--- src/rtl/psc_timer_pkg.sv ---
package psc_timer_pkg;

  localparam int ADDR_W = 3;
  localparam int DATA_W = 8;
  localparam int SEL_W  = 3;
  localparam int PH_W   = (1 << SEL_W) - 1;

  localparam logic [ADDR_W-1:0] A_CNT_HI = 3'd0;
  localparam logic [ADDR_W-1:0] A_CNT_LO = 3'd1;
  localparam logic [ADDR_W-1:0] A_RUN    = 3'd2;
  localparam logic [ADDR_W-1:0] A_DIV    = 3'd3;
  localparam logic [ADDR_W-1:0] A_FLAG   = 3'd4;

  // Bit 7 carries enable, interrupt enable and the flag in their registers.
  localparam int TOP_BIT = DATA_W - 1;

  typedef struct packed {
    logic             run;
    logic             irq_en;
    logic [SEL_W-1:0] code;
  } ctrl_t;

  // Last phase value of a 2^code divide.
  function automatic logic [PH_W-1:0] phase_last(input logic [SEL_W-1:0] code);
    logic [PH_W:0] span;
    span = (PH_W + 1)'(1) << code;
    return PH_W'(span - 1'b1);
  endfunction

endpackage

--- src/rtl/psc_tick_gen.sv ---
module psc_tick_gen
  import psc_timer_pkg::*;
(
  input  logic             clk,
  input  logic             rst_n,
  input  logic             run,
  input  logic [SEL_W-1:0] code,
  output logic             tick
);

  logic [PH_W-1:0]  phase_q;
  logic [SEL_W-1:0] live_code_q;
  logic             at_last;

  assign at_last = (phase_q == phase_last(live_code_q));
  assign tick    = run && at_last;

  always_ff @(posedge clk) begin
    if (!rst_n) begin
      phase_q     <= '0;
      live_code_q <= '0;
    end else if (!run || tick) begin
      phase_q     <= '0;
      live_code_q <= code;
    end else begin
      phase_q     <= phase_q + 1'b1;
    end
  end

endmodule

--- src/rtl/psc_count.sv ---
module psc_count #(
  parameter int CNT_W = 16
) (
  input  logic             clk,
  input  logic             rst_n,
  input  logic             tick,
  output logic [CNT_W-1:0] cnt,
  output logic             wrap
);

  logic [CNT_W-1:0] cnt_q;

  assign cnt  = cnt_q;
  assign wrap = tick && (&cnt_q);

  always_ff @(posedge clk) begin
    if (!rst_n)    cnt_q <= '0;
    else if (tick) cnt_q <= cnt_q + 1'b1;
  end

endmodule

--- src/rtl/psc_regs.sv ---
module psc_regs
  import psc_timer_pkg::*;
#(
  parameter int CNT_W = 16
) (
  input  logic              clk,
  input  logic              rst_n,
  input  logic              bus_sel,
  input  logic              bus_wr,
  input  logic [ADDR_W-1:0] bus_addr,
  input  logic [DATA_W-1:0] bus_wdata,
  output logic [DATA_W-1:0] bus_rdata,
  input  logic [CNT_W-1:0]  cnt,
  input  logic              wrap,
  output ctrl_t             ctrl,
  output logic              flag,
  output logic              flag_clr,
  output logic              irq
);

  localparam int HI_W = CNT_W - DATA_W;

  ctrl_t             ctrl_q;
  logic              flag_q;
  logic [DATA_W-1:0] lo_hold_q;
  logic              wr_run, wr_div, rd_hi;
  logic              unused_wbits;

  assign wr_run   = bus_sel &&  bus_wr && (bus_addr == A_RUN);
  assign wr_div   = bus_sel &&  bus_wr && (bus_addr == A_DIV);
  assign flag_clr = bus_sel &&  bus_wr && (bus_addr == A_FLAG) && bus_wdata[TOP_BIT];
  assign rd_hi    = bus_sel && !bus_wr && (bus_addr == A_CNT_HI);
  assign unused_wbits = ^bus_wdata[TOP_BIT-1:SEL_W];

  always_ff @(posedge clk) begin
    if (!rst_n) begin
      ctrl_q    <= '0;
      flag_q    <= 1'b0;
      lo_hold_q <= '0;
    end else begin
      if (wr_run) ctrl_q.run <= bus_wdata[TOP_BIT];
      if (wr_div) begin
        ctrl_q.irq_en <= bus_wdata[TOP_BIT];
        ctrl_q.code   <= bus_wdata[SEL_W-1:0];
      end
      if (wrap)          flag_q <= 1'b1;
      else if (flag_clr) flag_q <= 1'b0;
      if (rd_hi) lo_hold_q <= cnt[DATA_W-1:0];
    end
  end

  always_comb begin
    bus_rdata = '0;
    case (bus_addr)
      A_CNT_HI: bus_rdata = DATA_W'(cnt[CNT_W-1 -: HI_W]);
      A_CNT_LO: bus_rdata = lo_hold_q;
      A_RUN:    bus_rdata[TOP_BIT] = ctrl_q.run;
      A_DIV: begin
        bus_rdata[TOP_BIT]     = ctrl_q.irq_en;
        bus_rdata[SEL_W-1:0]   = ctrl_q.code;
      end
      A_FLAG:   bus_rdata[TOP_BIT] = flag_q;
      default:  bus_rdata = '0;
    endcase
  end

  assign ctrl = ctrl_q;
  assign flag = flag_q;
  assign irq  = flag_q && ctrl_q.irq_en;

endmodule

--- src/rtl/psc_free_timer.sv ---
module psc_free_timer
  import psc_timer_pkg::*;
#(
  parameter int CNT_W = 16
) (
  input  logic              clk,
  input  logic              rst_n,
  input  logic              bus_sel,
  input  logic              bus_wr,
  input  logic [ADDR_W-1:0] bus_addr,
  input  logic [DATA_W-1:0] bus_wdata,
  output logic [DATA_W-1:0] bus_rdata,
  output logic              ovf_irq
);

  ctrl_t            ctrl;
  logic             tick;
  logic             wrap_evt;
  logic             flag;
  logic             flag_clr;
  logic [CNT_W-1:0] cnt;

  psc_tick_gen u_tick (
    .clk   (clk),
    .rst_n (rst_n),
    .run   (ctrl.run),
    .code  (ctrl.code),
    .tick  (tick)
  );

  psc_count #(.CNT_W(CNT_W)) u_count (
    .clk   (clk),
    .rst_n (rst_n),
    .tick  (tick),
    .cnt   (cnt),
    .wrap  (wrap_evt)
  );

  psc_regs #(.CNT_W(CNT_W)) u_regs (
    .clk       (clk),
    .rst_n     (rst_n),
    .bus_sel   (bus_sel),
    .bus_wr    (bus_wr),
    .bus_addr  (bus_addr),
    .bus_wdata (bus_wdata),
    .bus_rdata (bus_rdata),
    .cnt       (cnt),
    .wrap      (wrap_evt),
    .ctrl      (ctrl),
    .flag      (flag),
    .flag_clr  (flag_clr),
    .irq       (ovf_irq)
  );

endmodule

--- config.mk ---
export PLATFORM = sky130hd
export DESIGN_NAME = psc_free_timer
export DESIGN_NICKNAME = d
export VERILOG_FILES = /design/src/rtl/psc_timer_pkg.sv /design/src/rtl/psc_tick_gen.sv /design/src/rtl/psc_count.sv /design/src/rtl/psc_regs.sv /design/src/rtl/psc_free_timer.sv
export SDC_FILE = /design/constraint.sdc
export NUM_CORES = 1
export LEC_CHECK = 0
export BUFFER_PORTS_ARGS = -buffer_cell sky130_fd_sc_hd__buf_2
export CORE_MARGIN = 2
export CORE_UTILIZATION = 57
export DETAILED_ROUTE_END_ITERATION = 12
export PLACE_DENSITY = 0.89
export SLEW_MARGIN = 20
export SYNTH_ARGS = -nofsm -noshare
export SYNTH_HDL_FRONTEND = slang
export SYNTH_SLANG_ARGS = --single-unit
export TNS_END_PERCENT = 20
--- constraint.sdc ---
create_clock -name clk -period 3.1 [get_ports clk]
set_clock_uncertainty 0.2 [all_clocks]
set_input_delay 0.93 -clock clk [delete_from_list [all_inputs] [get_ports clk]]
set_output_delay 0.93 -clock clk [all_outputs]
set_load 0.02 [all_outputs]
; ---- Word level (Yosys, flattened, before mapping)
; Index checks and enable logic that the tools add are counted.
[classes]
n_shift = 1
n_reduce_logical = 17
add_sub_neg = 3
n_mux = 5
eq_ne = 5
bitwise = 1
[op_table]
columns = operator, count
row1 = adder 16 x 1 -> 16 bit (second input constant), 1
row2 = AND reduction 16 bit, 1
row3 = logical AND 1 bit, 10
row4 = one-hot mux 3 bit (3 select lines), 1
row5 = one-hot mux 4 bit (2 select lines), 1
row6 = adder 7 x 1 -> 7 bit (second input constant), 1
row7 = equality test 7 bit, 1
row8 = << shifter 1 x 3 -> 7 bit (first input constant), 1
row9 = subtractor 7 x 1 -> 7 bit (second input constant), 1
row10 = equality test 3 x 2 -> 1 bit (second input constant), 2
row11 = one-hot mux 1 bit (5 select lines), 1
row12 = equality test 3 x 1 -> 1 bit (second input constant), 1
row13 = equality test 3 bit (second input constant), 1
row14 = zero test 3 bit, 1
row15 = zero test 1 bit, 2
row16 = 2-to-1 mux 1 bit, 2
row17 = nonzero test 2 bit, 1
row18 = OR reduction 2 bit, 1
row19 = logical OR 1 bit, 1
row20 = NOT 1 bit, 1
[word_totals]
register_bits = 40
input_bits = 15
wordCells = 40

; ---- Depth between registers and ports, before layout
; Gate-level depths: netlist of the first run.
[logic_depth]
depth_word = 6
ltp_mapped = 9

; ---- Cells and area by module
; Synthesis of the first run repeated with hierarchy kept, for this count alone.
[hier_totals]
hier_cells = 258
area_unflattened_um2 = 2262.2
[by_module_without_submodules]
columns = mod, cells_each, seq_area_each_um2, area_each_um2, instances
row1 = psc_regs, 98, 280.3, 822.0, 1
row2 = psc_count, 84, 320.3, 789.5, 1
row3 = psc_tick_gen, 76, 200.2, 650.6, 1

; ---- Least setup slack after synthesis of the first run
; OpenSTA, ideal clock, no wires.
[synth_timing]
path_type = input -> output
from = input bus_addr[0]
to = output bus_rdata[7]
n_path_buf = 2
arrival_ps = 2091
cell_stages = 4
slack_ps = -121
cell_sequence = clkbuf_1 clkbuf_1 a31oi_1 o22ai_1
[synth_via]
elab_chain_cells = 2
elab_cells_between_ends = 6
cone_classes = 4 x eq/ne / 1 x mux / 1 x reduce/logical
[synth_rtl]
columns = element, line_no
row1 = from (decl), psc_free_timer.sv:10  ; input logic [ADDR_W-1:0] bus_addr,
row2 = "equality test 3 bit, or another cell as far along", psc_regs.sv:54  ; case (bus_addr)
row3 = one-hot mux 1 bit (5 select lines) (*), psc_regs.sv:54
row4 = to (decl), psc_free_timer.sv:12  ; output logic [DATA_W-1:0] bus_rdata,
; Every way passes the cells marked *; elsewhere a longest branch is shown, timed or not.

; ---- Worst setup path after layout of the first run
; Same ends and word-level chain as after synthesis.

==> metrics.csv, run 1 <==
metric;value;unit
status;finished clean;
grt ovf;0;
ANT nets after route;0;
Vias/cell;5.98;
DR DRC count;0;
Cell Area, Placed;0.00223;mm^2
WL per Instance;14.1;um
start of the worst register-to-register path;u_tick.live_code_q[2];
# IOs;24;
setup ws final;148;ps
worst skew pair latency;350;ps
die height;64.5;um
die area;0.00416;mm^2
vias in the first global route;1742;
Gate power share;0.051;
Clock Tree Buf Depth;2;
startpoint types;primary input;
global-route wire length before repair;7.64;mm
Core Box Area;0.00342;mm^2
largest area contributor in the netlist;dfxtp_1;
max cap viols;0;
slowest CP cell;mux2i_1;
largest net degree at the start of global routing;30;
Fill cells;281;
Post-Route WL;4.47;mm
share of the synthesized area in the top cell type;0.384;
most used cell, CP;buf_2;
top post-synthesis cells by area;dfxtp_1, mux2i_1, nor2_1;
First DRT Iteration DRCs;182;
Total Routing Usage GR;0.235;
worst hold slack;307;ps
Commonest cells post-synth;dfxtp_1, nor2_1, mux2i_1, a21oi_1, nand3_1;
fraction of registers with async set/reset;0;
final critical-path required period;2950;ps
initial core utilization;0.611;
number of diodes;0;
post-route cell area;0.00230;mm^2
CP Max Fanout;9;
# rows;21;
Slew @ Worst Pin;813;ps
CTS clock-pin slew for the worst setup and hold paths;120;ps
Setup TNS;0;ps
CP arrival;1820;ps
power per cell area;391;mW/mm^2
switching power;0.201;mW
most frequent cell after synthesis;dfxtp_1;
Crit Path Class;in -> out;
Placed Instances;310;
P&R area growth vs syn;10.4;%
final hold violations;0;
WP data required;1970;ps
Detailed Place HPWL;3.20;mm
clock power share;0.376;
crit path capture type;primary output;
Sw Ratio;0.223;
Place WS;137;ps
Max Freq;339;MHz
worst hold start;u_count.cnt[11];
hold buffers post-CTS;0;
clk sinks;40;
Layout Nets;288;
htree depth;2;
#FFs+latches synth;40;
post-synthesis instance total;254;
synth warn;0;
initial antenna violation count;0;
post_cts resized;0;
syn_area_per_cell;8.22;um^2
RSZ-0062 raised after global routing;false;
EDFF count, synth;0;
CTS Root Cell;clkbuf_4;
HP Class;reg -> reg;
Critical Path Source;bus_addr[0];
CTS buffer count;5;
Pint;0.700;mW
Mapped Nets;271;
Pre-antenna DRT Iters;4;
setup repair bufs after CTS;0;
non-filler instance count after layout;318;
RD Place Congestion;0.812;
CTS tree;done;
IO Port Bufs;19;
Slew headroom;0.458;
share of cells above drive strength 1;0.129;
sequential share of the synthesized area;0.384;
Flop pwr share;0.573;
final period utilization;0.952;
Yosys cell types;44;
Peak VDD IR;0.279;mV
crit path cell chain;buf_2 > mux2i_1 > nor2_1 > a31oi_1 > o22ai_2 > buf_2;
Die X;64.5;um
Final setup viols;0;
static leakage;0.836;nW
ys flop type;dfxtp_1;
routed vias;1901;
fin. max-slew vios;0;
Post-Syn Area;0.00209;mm^2
Crit path largest cell delay;210;ps
logic make-up (layout without fill, tap and decap cells):
family | Yosys count | in the layout | share of synthesized area
AND/OR/NAND/NOR | 107 | 107 | 0.261
AO/OA/AOI/OAI | 56 | 56 | 0.169
flip-flops | 40 | 40 | 0.384
multiplexers | 22 | 22 | 0.106
buffers and inverters | 22 | 40 | 0.0474
XOR/XNOR | 5 | 5 | 0.0210
adder cells (fa/ha/maj) | 2 | 2 | 0.0120
cell type report:
cell class,instances,area [um^2],share of cell area
clock inverters,2,35.0,0.0152
well taps,46,57.6,0.0250
multi-input cells,192,1200,0.521
repair buffers,26,148,0.0641
flip-flops and latches,40,801,0.347
inverters,6,22.5,0.00977
clock buffers,6,41.3,0.0179
final timing paths:
path	depth (start not counted)	slack, ps	to
min	2	310	u_count.cnt[11]
min reg2reg	2	310	u_count.cnt[11]
max reg2reg	6	300	u_tick.phase_q[6]
max	6	150	bus_rdata[7]
worst max-delay path: cells and delay by family:
| family | cells | cell delay, ps |
|---|---|---|
| compound gates | 2 | 270 |
| simple gates | 1 | 50 |
| buf+inv | 2 | 360 |
| mux | 1 | 210 |
metal layers:
layer / GRT usage / part of all wire / vias up / wire length (um)
met2: 0.388 / 0.46 / 68 / 2050
met5: 0 / 0 / - / 0
li1: - / - / 962 / -
met4: 0.0798 / 0.015 / 0 / 68
met3: 0.0660 / 0.069 / 10 / 308
met1: 0.293 / 0.46 / 861 / 2040
layout by cell type, fill, tap and decap left out, types with 9 or more instances in the layout:
| cell type | instances |
|---|---|
| dfxtp_1 | 40 |
| o21ai_0 | 9 |
| buf_2 | 19 |
| a21oi_1 | 19 |
| nand3_1 | 16 |
| nor2_1 | 35 |
| nand2_1 | 15 |
| or4_1 | 9 |
| mux2i_1 | 22 |
per-stage QoR:
step | utilization | power [mW]
2_1_floorplan | - | 0.559
3_3_place_gp | 0.652 | 0.572
3_5_place_dp | 0.652 | 0.573
4_1_cts | 0.675 | 0.905
5_1_grt | 0.675 | 0.936
6_report | 0.675 | 0.901
power by group through the flow:
| stage | Combinational [mW] | Sequential, mW | Clock, mW |
|---|---|---|---|
| 6_report | 0.0457 | 0.517 | 0.339 |
| 5_1_grt | 0.0506 | 0.517 | 0.369 |
| 4_1_cts | 0.0452 | 0.517 | 0.343 |
| 3_5_place_dp | 0.0450 | 0.528 | 0 |
| 3_3_place_gp | 0.0443 | 0.528 | 0 |
| 2_1_floorplan | 0.0314 | 0.528 | 0 |
registers in the layout (all words and copies together) (netlist names):
register	cells
u_count.cnt	16
u_regs.lo_hold_q	8
u_tick.phase_q	7
u_regs.ctrl	5
u_tick.live_code_q	3
u_regs.flag	1
No activity file was read; power rests on OpenSTA's default activity.
==> run 2, diff against run 1 <==
- CAP_MARGIN: unset -> 25
- CORE_MARGIN: 2 -> unset
- SLEW_MARGIN: 20 -> unset
==> metrics.csv, run 2 (synthesis results as in run 1) <==
metric;value;unit;change
status;finished clean;;unchanged
switching power;0.202;mW;was 0.201 mW
Sw Ratio;0.224;;was 0.223
Gate power share;0.050;;was 0.051
initial antenna violation count;0;;unchanged
CTS Root Cell;clkbuf_4;;unchanged
Peak VDD IR;0.180;mV;was 0.279 mV
First DRT Iteration DRCs;165;;was 182
# IOs;24;;unchanged
most used cell, CP;buf_2;;unchanged
CTS buffer count;5;;unchanged
# rows;21;;unchanged
clk sinks;40;;unchanged
Setup TNS;0;ps;unchanged
fin. max-slew vios;0;;unchanged
P&R area growth vs syn;10.1;%;was 10.4%
Pint;0.699;mW;was 0.700 mW
Core Box Area;0.00342;mm^2;unchanged
worst skew pair latency;360;ps;was 350 ps
CP Max Fanout;8;;was 9
WL per Instance;14.3;um;was 14.1 um
CTS tree;done;;unchanged
routed vias;1873;;was 1901
crit path capture type;primary output;;unchanged
htree depth;2;;unchanged
clock power share;0.376;;about the same
hold buffers post-CTS;0;;unchanged
final period utilization;0.957;;was 0.952
startpoint types;primary input;;unchanged
RSZ-0062 raised after global routing;false;;unchanged
WP buf/inv;2;;unchanged
CTS clock-pin slew for the worst setup and hold paths;120;ps;about the same
global-route wire length before repair;7.94;mm;was 7.64 mm
Fill cells;282;;was 281
final hold violations;0;;unchanged
Pre-antenna DRT Iters;4;;unchanged
max cap viols;0;;unchanged
post_cts resized;0;;unchanged
Crit Path Class;in -> out;;unchanged
static leakage;0.830;nW;was 0.836 nW
Die X;62.5;um;was 64.5 um
commonest non-fill, non-tap cell in the layout;dfxtp_1;;unchanged
slowest CP cell;mux2i_1;;unchanged
Slew headroom;0.486;;was 0.458
Total Routing Usage GR;0.259;;was 0.235
RD Place Congestion;0.789;;was 0.812
vias in the first global route;1747;;was 1742
max reg flops;16;;unchanged
Final Util;0.673;;was 0.675
final critical-path required period;2970;ps;was 2950 ps
Place WS;139;ps;was 137 ps
most frequent cells in the layout;dfxtp_1, nor2_1, mux2i_1;;unchanged
Placed Instances;309;;was 310
Flop pwr share;0.574;;was 0.573
WP data required;1970;ps;about the same
grt ovf;0;;unchanged
setup repair bufs after CTS;0;;unchanged
worst hold slack;295;ps;was 307 ps
Vias/cell;5.91;;was 5.98
Post-Route WL;4.54;mm;was 4.47 mm
Detailed Place HPWL;3.20;mm;about the same
Max Freq;337;MHz;was 339 MHz
Crit path max-delay family;buffers and inverters;;unchanged
crit path cell chain;buf_2 > mux2i_1 > nor2_1 > a31oi_1 > o22ai_2 > buf_2;;unchanged
die area;0.00391;mm^2;was 0.00416 mm^2
Layout Nets;287;;was 288
power per cell area;392;mW/mm^2;was 391 mW/mm^2
IO Port Bufs;19;;unchanged
CP arrival;1840;ps;was 1820 ps
initial core utilization;0.611;;unchanged
non-filler instance count after layout;317;;was 318
number of diodes;0;;unchanged
Clock Tree Buf Depth;2;;unchanged
DR DRC count;0;;unchanged
Final setup viols;0;;unchanged
share of cells above drive strength 1;0.125;;was 0.129
ANT nets after route;0;;unchanged
HP Class;reg -> reg;;unchanged
Slew @ Worst Pin;771;ps;was 813 ps
largest net degree at the start of global routing;30;;unchanged
die height;62.5;um;was 64.5 um
setup ws final;134;ps;was 148 ps
Crit path largest cell delay;230;ps;was 210 ps
-- run 2: power groups by stage --
stage               logic, mW  registers, mW  clock network [mW]
floorplan              0.0314          0.528                   0
CTS                    0.0452          0.517               0.347
global route           0.0496          0.518               0.371
detailed placement     0.0447          0.529                   0
finish                 0.0454          0.517               0.339
global placement       0.0434          0.529                   0
-- run 2: final cells by class --
| cell class | instances | area [um^2] | area share |
|---|---|---|---|
| clock buffer | 6 | 41.3 | 0.0180 |
| tap | 46 | 57.6 | 0.0251 |
| multi-input combinational | 192 | 1200 | 0.522 |
| clock inverter | 2 | 35.0 | 0.0153 |
| inverter | 6 | 22.5 | 0.00980 |
| timing repair buffer | 25 | 140 | 0.0610 |
| sequential | 40 | 801 | 0.349 |
-- run 2: worst register-to-register path, stage by stage (launching register included) --
cell and delay, ps:
dfxtp_1 430, or4b_1 550, a21oi_1 140, o32ai_1 140, a21o_1 460, or4_1 630, a21oi_1 150
-- run 2: worst paths after layout --
kind	depth (start not counted)	slack, ps	startpoint	to
setup / recovery	6	130	bus_addr[0]	bus_rdata[7]
setup reg to reg	6	340	u_tick.live_code_q[1]	u_count.cnt[12]
hold reg to reg	2	290	u_count.cnt[15]	u_count.cnt[15]
hold / removal	2	290	u_count.cnt[15]	u_count.cnt[15]
-- run 2: metrics by stage --
stage | power (mW) | instance area, um^2
2_1_floorplan | 0.559 | 2090
3_3_place_gp | 0.572 | 2220
3_5_place_dp | 0.573 | 2220
4_1_cts | 0.909 | 2300
5_1_grt | 0.938 | 2300
6_report | 0.901 | 2300
-- run 2: routing by layer --
layer | wire length [um] | up-vias | global-route usage
met5 | 0 | - | 0
met4 | 78 | 0 | 0.108
met3 | 175 | 9 | 0.0657
met2 | 2210 | 36 | 0.440
met1 | 2070 | 873 | 0.307
li1 | - | 955 | -
==> run 3, diff against run 2 <==
- CORE_UTILIZATION: 57 -> 58
- PLACE_DENSITY: 0.89 -> 0.9
- SYNTH_HIERARCHICAL: unset -> 1
==> metrics.csv, run 3 <==
metric;value;unit;change
Yosys cell types;51;;was 44
start of the worst register-to-register path;u_tick/live_code_q[1];;was u_tick.live_code_q[1]
final critical-path required period;2890;ps;was 2970 ps
Final setup viols;0;;unchanged
ys flop type;dfxtp_1;;unchanged
CTS buffer count;5;;unchanged
P&R area growth vs syn;7.80;%;was 10.1%
#FFs+latches synth;40;;unchanged
Die X;64.5;um;was 62.5 um
Detailed Place HPWL;3.28;mm;was 3.20 mm
Critical Path Source;bus_addr[1];;was bus_addr[0]
max reg flops;16;;unchanged
global-route wire length before repair;7.42;mm;was 7.94 mm
Crit Reg-Reg Endpoint;u_regs/flag;;was u_count.cnt[12]
Crit path largest cell delay;330;ps;was 230 ps
Vias/cell;5.87;;was 5.91
worst skew pair latency;300;ps;was 360 ps
fin. max-slew vios;0;;unchanged
Post-Route WL;4.48;mm;was 4.54 mm
routed vias;1896;;was 1873
hold buffers post-CTS;0;;unchanged
CTS tree;done;;unchanged
CP arrival;1760;ps;was 1840 ps
R2R depth;10;;was 6
final hold violations;0;;unchanged
Layout Nets;292;;was 287
post_cts resized;0;;unchanged
most frequent cell after synthesis;nand2_1;;was dfxtp_1
vias in the first global route;1689;;was 1747
commonest non-fill, non-tap cell in the layout;nand2_1;;was dfxtp_1
crit path cell chain;buf_2 > or2_1 > o221ai_1 > buf_2;;was buf_2 > mux2i_1 > nor2_1 > a31oi_1 > o22ai_2 > buf_2
initial antenna violation count;0;;unchanged
Sw Ratio;0.227;;was 0.224
die height;64.5;um;was 62.5 um
post-synthesis instance total;258;;was 254
static leakage;0.942;nW;was 0.830 nW
Clock Tree Buf Depth;2;;unchanged
Post-Syn Area;0.00226;mm^2;was 0.00209 mm^2
WL per Instance;13.9;um;was 14.3 um
largest area contributor in the netlist;dfxtp_1;;unchanged
max cap viols;0;;unchanged
Flop pwr share;0.583;;was 0.574
EDFF count, synth;0;;unchanged
WP buf/inv;2;;unchanged
RSZ-0062 raised after global routing;false;;unchanged
IO Port Bufs;19;;unchanged
die area;0.00415;mm^2;was 0.00391 mm^2
fraction of registers with async set/reset;0;;unchanged
R2R Setup Slk;330;ps;was 340 ps
HP Class;reg -> reg;;unchanged
CTS Root Cell;clkbuf_8;;was clkbuf_4
clock power share;0.362;;was 0.376
Slew @ Worst Pin;464;ps;was 771 ps
First DRT Iteration DRCs;170;;was 165
# IOs;24;;unchanged
ANT nets after route;0;;unchanged
grt ovf;0;;unchanged
Slew headroom;0.690;;was 0.486
Crit Path Class;in -> out;;unchanged
status;finished clean;;unchanged
RD Place Congestion;0.807;;was 0.789
# rows;22;;was 21
setup repair bufs after CTS;0;;unchanged
Placed Instances;316;;was 309
DR DRC count;0;;unchanged
startpoint types;primary input;;unchanged
Core Box Area;0.00369;mm^2;was 0.00342 mm^2
switching power;0.202;mW;about the same
most frequent cells in the layout;nand2_1, dfxtp_1, mux2i_1;;was dfxtp_1, nor2_1, mux2i_1
slowest CP cell;or2_1;;was mux2i_1
number of diodes;0;;unchanged
post-route cell area;0.00244;mm^2;was 0.00230 mm^2
CP Max Fanout;9;;was 8
largest net degree at the start of global routing;32;;was 30
Peak VDD IR;0.375;mV;was 0.180 mV
Crit path max-delay family;buffers and inverters;;unchanged
crit path capture type;primary output;;unchanged
synth warn;6;;was 0
Pint;0.687;mW;was 0.699 mW
Gate power share;0.056;;was 0.050
Pre-antenna DRT Iters;4;;unchanged
Max Freq;346;MHz;was 337 MHz
htree depth;2;;unchanged
Setup TNS;0;ps;unchanged
Levels on crit path;4;;was 6
initial core utilization;0.613;;was 0.611
share of cells above drive strength 1;0.160;;was 0.125
non-filler instance count after layout;323;;was 317
CTS clock-pin slew for the worst setup and hold paths;70;ps;was 120 ps
CP Capture Point;bus_rdata[7];;unchanged
WP data required;1970;ps;about the same
syn_area_per_cell;8.77;um^2;was 8.22 um^2
sequential share of the synthesized area;0.354;;was 0.384
share of the synthesized area in the top cell type;0.354;;was 0.384
final period utilization;0.932;;was 0.957
power per cell area;365;mW/mm^2;was 392 mW/mm^2
most used cell, CP;buf_2;;unchanged
Mapped Nets;275;;was 271
Cell Area, Placed;0.00236;mm^2;was 0.00222 mm^2
Final Total Pwr;0.889;mW;was 0.901 mW
clk sinks;40;;unchanged
top post-synthesis cells by area;dfxtp_1, mux2i_1, nand2_1;;was dfxtp_1, mux2i_1, nor2_1
Commonest cells post-synth;nand2_1, dfxtp_1, mux2i_1, nand3_1, and2_1;;was dfxtp_1, nor2_1, mux2i_1, a21oi_1, nand3_1
Total Routing Usage GR;0.234;;was 0.259
-- run 3: cell types whose count changed after synthesis, moves of 4 or more --
cell | before | now
o31ai_1 | 7 | 1
xnor2_1 | 3 | 10
xor2_1 | 2 | 6
a31oi_1 | 5 | 0
clkbuf_1 | 13 | 4
o21ai_0 | 9 | 5
and2_1 | 3 | 12
nand2_1 | 15 | 43
a21oi_1 | 19 | 8
nor2_1 | 35 | 7
or4_1 | 9 | 3
-- run 3: power groups by stage --
stage               Clock (mW)  Combinational, mW  Sequential, mW
floorplan                    0             0.0385           0.528
global placement             0             0.0478           0.530
detailed placement           0             0.0495           0.530
CTS                      0.329             0.0495           0.518
global route             0.355             0.0541           0.518
finish                   0.322             0.0493           0.518
-- run 3: area by class of cell --
type	instances	area, um^2
Clock buffer	6	72.6
Clock inverter	1	5.00
Fill cell	300	1250
Inverter	6	22.5
Multi-Input combinational cell	198	1350
Sequential cell	40	801
Tap cell	48	60.1
Timing Repair Buffer	24	133
-- run 3: worst min path at each step --
stage / to / cells after the start / start
global placement: u_regs/lo_hold_q[2] / 2 / u_regs/lo_hold_q[2]
finish: u_regs/lo_hold_q[7] / 2 / u_regs/lo_hold_q[7]
global route: u_regs/lo_hold_q[7] / 2 / u_regs/lo_hold_q[7]
CTS: u_regs/lo_hold_q[7] / 2 / u_regs/lo_hold_q[7]
detailed placement: u_regs/lo_hold_q[2] / 2 / u_regs/lo_hold_q[2]
floorplan: u_regs/lo_hold_q[0] / 2 / u_regs/lo_hold_q[0]
-- run 3: cell families (layout without fill, tap and decap cells) --
| logic type | Yosys count | in the layout | share of synthesized area |
|---|---|---|---|
| multiplexers | 25 | 25 | 0.112 |
| adder cells (fa/ha/maj) | 2 | 2 | 0.0111 |
| XOR/XNOR | 16 | 16 | 0.0619 |
| flip-flops | 40 | 40 | 0.354 |
| buffers and inverters | 20 | 37 | 0.0514 |
| AND/OR/NAND/NOR | 127 | 127 | 0.316 |
| AO/OA/AOI/OAI | 28 | 28 | 0.0929 |
-- run 3: through the flow --
step	util	hold WS (ps)	setup WS, ps
final	0.661	261	209
after detailed placement	0.640	247	203
after global placement	0.640	245	220
after global routing	0.661	276	64.4
after floorplan	-	231	144
after CTS	0.661	262	199
-- run 3: metal layers --
metal / share of wire / vias to the layer above / track usage
met1: 0.44 / 917 / 0.271
met2: 0.50 / 24 / 0.400
met3: 0.036 / 9 / 0.0687
li1: - / 946 / -
met5: 0 / - / 0
met4: 0.016 / 0 / 0.0972
-- run 3: worst register-to-register path, stage by stage (launching register included) --
cell and delay (ps):
dfxtp_1 520, xor2_1 120, o31ai_1 260, o221ai_2 230, nor4_1 230, buf_4 210
and4_4 250, nand2_1 80, nor4_1 390, nand2_1 120, o21ai_1 100
